--- src/rtl/irqx_pkg.sv ---
`timescale 1ns/1ps
package irqx_pkg;
  localparam int unsigned NSRC = 16;
  localparam int unsigned AW   = 8;

  localparam logic [AW-1:0] OFS_PEND  = 8'h16;
  localparam logic [AW-1:0] OFS_LIVE  = 8'h18;
  localparam logic [AW-1:0] OFS_ENON  = 8'h1A;
  localparam logic [AW-1:0] OFS_ENOFF = 8'h1C;

  typedef enum logic [2:0] {
    SEL_NONE,
    SEL_PEND,
    SEL_LIVE,
    SEL_ENON,
    SEL_ENOFF
  } sel_e;

  function automatic sel_e decode_ofs(input logic [AW-1:0] a);
    sel_e s;
    case (a)
      OFS_PEND:  s = SEL_PEND;
      OFS_LIVE:  s = SEL_LIVE;
      OFS_ENON:  s = SEL_ENON;
      OFS_ENOFF: s = SEL_ENOFF;
      default:   s = SEL_NONE;
    endcase
    return s;
  endfunction

  function automatic logic [NSRC-1:0] serviceable(input logic [NSRC-1:0] pend,
                                                  input logic [NSRC-1:0] en);
    return pend & en;
  endfunction
endpackage

--- src/rtl/irqx_sync.sv ---
`timescale 1ns/1ps
module irqx_sync #(
  parameter int unsigned W      = 16,
  parameter int unsigned STAGES = 2
) (
  input  logic         clk,
  input  logic         rst_n,
  input  logic [W-1:0] d_i,
  output logic [W-1:0] q_o
);
  logic [W-1:0] stage_q [STAGES];

  for (genvar k = 0; k < STAGES; k++) begin : g_stage
    logic [W-1:0] nxt;
    if (k == 0) begin : g_first
      assign nxt = d_i;
    end else begin : g_rest
      assign nxt = stage_q[k-1];
    end
    always_ff @(posedge clk or negedge rst_n) begin
      if (!rst_n) stage_q[k] <= '0;
      else        stage_q[k] <= nxt;
    end
  end

  assign q_o = stage_q[STAGES-1];
endmodule

--- src/rtl/irqx_latch.sv ---
`timescale 1ns/1ps
module irqx_latch #(
  parameter int unsigned W = 16
) (
  input  logic         clk,
  input  logic         rst_n,
  input  logic [W-1:0] set_i,
  input  logic [W-1:0] clr_i,
  output logic [W-1:0] pend_o
);
  logic [W-1:0] pend_q;

  for (genvar i = 0; i < W; i++) begin : g_bit
    always_ff @(posedge clk or negedge rst_n) begin
      if (!rst_n)        pend_q[i] <= 1'b0;
      else if (set_i[i]) pend_q[i] <= 1'b1;
      else if (clr_i[i]) pend_q[i] <= 1'b0;
    end
  end

  assign pend_o = pend_q;


  set_wins_chk: assert property (@(posedge clk) disable iff (!rst_n)
    1'b1 |=> ((pend_q & $past(set_i)) == $past(set_i)));


  pend_hold_chk: assert property (@(posedge clk) disable iff (!rst_n)
    ((set_i == '0) && (clr_i == '0)) |=> $stable(pend_q));
endmodule

--- src/rtl/irqx_mask.sv ---
`timescale 1ns/1ps
module irqx_mask #(
  parameter int unsigned W = 16
) (
  input  logic         clk,
  input  logic         rst_n,
  input  logic [W-1:0] on_i,
  input  logic [W-1:0] off_i,
  output logic [W-1:0] en_o
);
  logic [W-1:0] en_q;

  for (genvar i = 0; i < W; i++) begin : g_bit
    always_ff @(posedge clk or negedge rst_n) begin
      if (!rst_n)        en_q[i] <= 1'b0;
      else if (on_i[i])  en_q[i] <= 1'b1;
      else if (off_i[i]) en_q[i] <= 1'b0;
    end
  end

  assign en_o = en_q;


  en_on_chk: assert property (@(posedge clk) disable iff (!rst_n)
    (on_i != '0) |=> ((en_q & $past(on_i)) == $past(on_i)));


  en_off_chk: assert property (@(posedge clk) disable iff (!rst_n)
    ((off_i != '0) && (on_i == '0)) |=> ((en_q & $past(off_i)) == '0));


  en_hold_chk: assert property (@(posedge clk) disable iff (!rst_n)
    ((on_i == '0) && (off_i == '0)) |=> $stable(en_q));
endmodule

--- src/rtl/irqx_regif.sv ---
`timescale 1ns/1ps
module irqx_regif
  import irqx_pkg::*;
#(
  parameter int unsigned W = 16
) (
  input  logic          clk,
  input  logic          rst_n,
  input  logic [AW-1:0] addr_i,
  input  logic          wr_i,
  input  logic          rd_i,
  input  logic [W-1:0]  wdata_i,
  input  logic [W-1:0]  pend_i,
  input  logic [W-1:0]  live_i,
  input  logic [W-1:0]  en_i,
  output logic [W-1:0]  pend_clr_o,
  output logic [W-1:0]  en_on_o,
  output logic [W-1:0]  en_off_o,
  output logic          hit_o,
  output logic [W-1:0]  rdata_o
);
  sel_e         sel;
  logic [W-1:0] rd_mux;
  logic [W-1:0] rdata_q;

  assign sel   = decode_ofs(addr_i);
  assign hit_o = (sel != SEL_NONE);

  assign pend_clr_o = (wr_i && sel == SEL_PEND)  ? wdata_i : '0;
  assign en_on_o    = (wr_i && sel == SEL_ENON)  ? wdata_i : '0;
  assign en_off_o   = (wr_i && sel == SEL_ENOFF) ? wdata_i : '0;

  always_comb begin
    case (sel)
      SEL_PEND:            rd_mux = pend_i;
      SEL_LIVE:            rd_mux = live_i;
      SEL_ENON, SEL_ENOFF: rd_mux = en_i;
      default:             rd_mux = '0;
    endcase
  end

  always_ff @(posedge clk or negedge rst_n) begin
    if (!rst_n)    rdata_q <= '0;
    else if (rd_i) rdata_q <= rd_mux;
    else           rdata_q <= '0;
  end

  assign rdata_o = rdata_q;


  rd_idle_zero_chk: assert property (@(posedge clk) disable iff (!rst_n)
    !rd_i |=> (rdata_q == '0));


  rd_undec_zero_chk: assert property (@(posedge clk) disable iff (!rst_n)
    (rd_i && !hit_o) |=> (rdata_q == '0));
endmodule

--- src/rtl/irqx_expander.sv ---
`timescale 1ns/1ps
module irqx_expander
  import irqx_pkg::*;
#(
  parameter int unsigned N_SRC     = NSRC,
  parameter int unsigned SYNC_DEPTH = 2
) (
  input  logic             clk,
  input  logic             rst_n,
  input  logic [N_SRC-1:0] src_i,
  input  logic [AW-1:0]    bus_addr,
  input  logic             bus_wr,
  input  logic             bus_rd,
  input  logic [N_SRC-1:0] bus_wdata,
  output logic [N_SRC-1:0] bus_rdata,
  output logic             irq_o
);
  logic [N_SRC-1:0] live_w;
  logic [N_SRC-1:0] pend_w;
  logic [N_SRC-1:0] en_w;
  logic [N_SRC-1:0] pend_clr_w;
  logic [N_SRC-1:0] en_on_w;
  logic [N_SRC-1:0] en_off_w;
  logic [N_SRC-1:0] service_w;
  logic             hit_w;

  irqx_sync #(.W(N_SRC), .STAGES(SYNC_DEPTH)) u_sync (
    .clk(clk), .rst_n(rst_n), .d_i(src_i), .q_o(live_w)
  );

  irqx_latch #(.W(N_SRC)) u_latch (
    .clk(clk), .rst_n(rst_n), .set_i(live_w), .clr_i(pend_clr_w), .pend_o(pend_w)
  );

  irqx_mask #(.W(N_SRC)) u_mask (
    .clk(clk), .rst_n(rst_n), .on_i(en_on_w), .off_i(en_off_w), .en_o(en_w)
  );

  irqx_regif #(.W(N_SRC)) u_regif (
    .clk(clk), .rst_n(rst_n), .addr_i(bus_addr), .wr_i(bus_wr), .rd_i(bus_rd),
    .wdata_i(bus_wdata), .pend_i(pend_w), .live_i(live_w), .en_i(en_w),
    .pend_clr_o(pend_clr_w), .en_on_o(en_on_w), .en_off_o(en_off_w),
    .hit_o(hit_w), .rdata_o(bus_rdata)
  );

  assign service_w = serviceable(pend_w, en_w);
  assign irq_o     = |service_w;


  irq_masked_chk: assert property (@(posedge clk) disable iff (!rst_n)
    (en_w == '0) |-> !irq_o);


  irq_needs_pend_chk: assert property (@(posedge clk) disable iff (!rst_n)
    irq_o |-> (pend_w != '0));


  undec_wr_chk: assert property (@(posedge clk) disable iff (!rst_n)
    (bus_wr && !hit_w) |=> $stable(en_w));
endmodule

--- config.mk ---
export PLATFORM = sky130hd
export DESIGN_NAME = irqx_expander
export DESIGN_NICKNAME = d
export VERILOG_FILES = /design/src/rtl/irqx_pkg.sv /design/src/rtl/irqx_sync.sv /design/src/rtl/irqx_latch.sv /design/src/rtl/irqx_mask.sv /design/src/rtl/irqx_regif.sv /design/src/rtl/irqx_expander.sv
export SDC_FILE = /design/constraint.sdc
export NUM_CORES = 1
export LEC_CHECK = 0
export BUFFER_PORTS_ARGS = -buffer_cell sky130_fd_sc_hd__buf_2
export CAP_MARGIN = 10
export CORE_AREA = 2 2 62 108
export CTS_CLUSTER_SIZE = 12
export DETAILED_ROUTE_END_ITERATION = 10
export DIE_AREA = 0 0 64 110
export GPL_TIMING_DRIVEN = 0
export PLACE_DENSITY = 0.82
export REMOVE_ABC_BUFFERS = 1
export SLEW_MARGIN = 20
export SYNTH_ARGS = -nofsm -noshare
export SYNTH_HDL_FRONTEND = slang
export SYNTH_SLANG_ARGS = --single-unit
--- constraint.sdc ---
create_clock -name clk -period 1.5 [get_ports clk]
set_input_delay 0.3 -clock clk [delete_from_list [all_inputs] [get_ports clk]]
set_output_delay 0.3 -clock clk [all_outputs]
set_load 0.05 [all_outputs]
==> out/qor.yml <==
track_usage_pct: 21.99
slew_viol_final: 0
critPathLaunch: "u_mask.en_o[8]"
cts-buffers-inserted: 9
min-delay-start: "src_i[15]"
grtUsageMet3_pct: 3.553
synth_area_leaders: "dfrtp_1, nand4_1, a22o_1, o22ai_2, a21o_1"
cts_root_buf: "clkbuf_8"
p_sw_mw: 0.9616
place_congestion: 0.7655
dieWidth_um: 64
grt_busiest_layer: "met2"
routed_wl_mm: 7.210
pwr_density_cell_nw_per_um2: 1019
crit_type: "reg -> out"
syn_avg_cell_area_um2: 13.14
synth-main-ff-cell: "dfrtp_1"
syn_area_um2: 3298
p_sw_share_pct: 24.07
finalSetupViolations: 1
p_seq_share_pct: 56.6
antenna_found_initial: 0
endpoint_kind: "output pin"
worst_r2r_startpoint: "u_latch.pend_o[8]"
grt_pass1_vias: 2460
hold_violations: 0
tritoncts: "done"
drv_cap: 0
synthCells: 251
skew_ns: 0.006702
clockPowerShare_pct: 33.4
routedWlPerCell_um: 18.12
portBuffers: 60
cp.arrival_ns: 1.59
die_y_um: 110
syn_to_final_growth_pct: 18.93
async_flop_share_pct: 100.0
relSlewSlack_pct: 49.10
drtPass1Iterations: 5
cp.required_ns: 1.20
clock_latency_ns: 0.34
period_minus_slack_ns: 1.891
clk_pin_slew_ns: 0.07
ys_seq_area_share_pct: 60.70
num_io_pins: 61
antenna_cells: 0
via_per_inst: 5.937
ys_ff_latch: 80
yosysTopAreaCellShare_pct: 60.70
drcViolationCount: 0
synth_edf_count: 0
start_kind: "flip-flop"
htree_num_levels: 3
dp.cells: 374
ant_nets: 0
leakagePower_nw: 1.632
p_int_mw: 3.034
max_slew.worst_pin.slew_ns: 0.7627
grt-ovfl-total: 0
nets: 357
synth.most_common_cell: "dfrtp_1"
violations: "setup timing"
die-area_um2: 7040
rows: 38
yosysUniqueCellTypes: 25
vdd.ir_drop.worst_uv: 703.2
core_area_um2: 6133
layoutNonFillerInstCount: 398
ys_top_cells_by_count: "dfrtp_1, nand4_1, a22o_1"
use_met2_pct: 36.24
outcome: "complete, but fails checks"
synth.largest_area_cell: "dfrtp_1"
grt_max_degree: 61
crit_fanout: 2
post-dp-hpwl_mm: 4.499
grt_pass1_wl_mm: 11.64
min_path_type: "in -> reg"
setup_ws_ns: -0.3905
power_frac_comb_pct: 10.0
synth_warnings: 0
met1_usage_pct: 26.21
drive_gt1_share_pct: 32.70
rsz0062_at_grt: "true"
drt_iter0_drc: 257
finalCritPeriodShare_pct: 126.0
whs_ns: 0.05953
clk_path_buf_depth: 2
start_util_pct: 53.77
vias: 2363
clock.fmax_mhz: 528.9
clock-sinks: 80
==> area by class of cell <==
type	instances	area (µm²)
timing repair buffer	70	445.4
sequential	80	2002
multi-input combinational	136	1155
inverter	16	60.06
fill	490	2211
clock buffer	16	160.2
tap	80	100.1
==> sequential cells by signal (all words and copies together) (netlist names) <==
name / flops
u_latch.pend_o: 16
u_mask.en_o: 16
u_regif.rdata_o: 16
u_sync.g_stage.nxt: 16
u_sync.q_o: 16
==> final timing paths <==
check / cells past startpoint / to / slack, ns
worst min register to register: 0 / u_sync.q_o[14] / 0.35
worst max register to register: 3 / u_regif.rdata_o[8] / 0.56
max in group asynchronous: 3 / u_sync.q_o[1] / 0.55
worst max-delay path: 4 / irq_o / -0.39
min in group asynchronous: 2 / u_mask.en_o[3] / 0.38
worst min-delay path: 1 / u_sync.g_stage[1].nxt[15] / 0.06
==> routing by layer <==
| metal | routed length (µm) | share of wire [%] | vias up |
|---|---|---|---|
| met5 | 0 | 0 | - |
| met4 | 184 | 2.6 | 0 |
| met3 | 421 | 5.8 | 13 |
| met2 | 3850 | 53 | 90 |
| met1 | 2754 | 38 | 1193 |
| li1 | - | - | 1067 |
==> power by group through the flow <==
stage | registers [mW] | clock network, mW | logic [mW]
after floorplan | 2.29 | 0 | 0.171
after global placement | 2.30 | 0 | 0.335
after detailed placement | 2.30 | 0 | 0.364
after CTS | 2.26 | 1.37 | 0.396
after global routing | 2.26 | 1.46 | 0.436
final | 2.26 | 1.34 | 0.400
==> critical path, cell delays in order, from the launching register on <==
cell	delay (ns)
dfrtp_1	0.40
a22o_1	0.23
a221oi_2	0.23
nand4_1	0.19
buf_6	0.20
==> kinds of logic after synthesis <==
group                     after synthesis  synth area share (%)
and+or+nand+nor                        60                 13.43
xor gates and xnor gates                1                0.2656
AOI/OAI and AO/OA                      74                 19.65
buffers and inverters                  36                 5.956
DFF                                    80                 60.70
==> layout by cell type, fill, tap and decap left out, types with 6 or more instances in the layout <==
master,n
a21o_1,16
a22o_1,20
a22oi_1,16
buf_2,57
clkbuf_1,6
clkbuf_8,10
dfrtp_1,80
inv_1,16
nand4_1,33
nor2b_1,17
o22ai_2,11
==> timing repair <==
| action | CTS | global route |
|---|---|---|
| endpoints found under the setup margin | 49 | 22 |
| pin swaps | 4 | 3 |
| gates cloned | 0 | 1 |
| hold endpoints to repair | 20 | 0 |
| setup buffers | 5 | 1 |
| hold buffers | 1 | 0 |
| resized for setup | 8 | 1 |
==> per-stage QoR <==
step	power [mW]	setup slack, ns	setup TNS, ns	area (µm²)	util, %
3_5_place_dp	2.663	-0.7500	-24.83	3641	59.36
5_1_grt	4.164	-0.4443	-0.4443	3923	63.95
4_1_cts	4.026	-0.3795	-0.3795	3906	63.69
3_3_place_gp	2.631	-2.155	-104.02	3562	58.08
2_1_floorplan	2.460	-0.5938	-22.03	3162	-
6_report	3.995	-0.3905	-0.3905	3923	63.95
(Power assumes the default switching activity.)
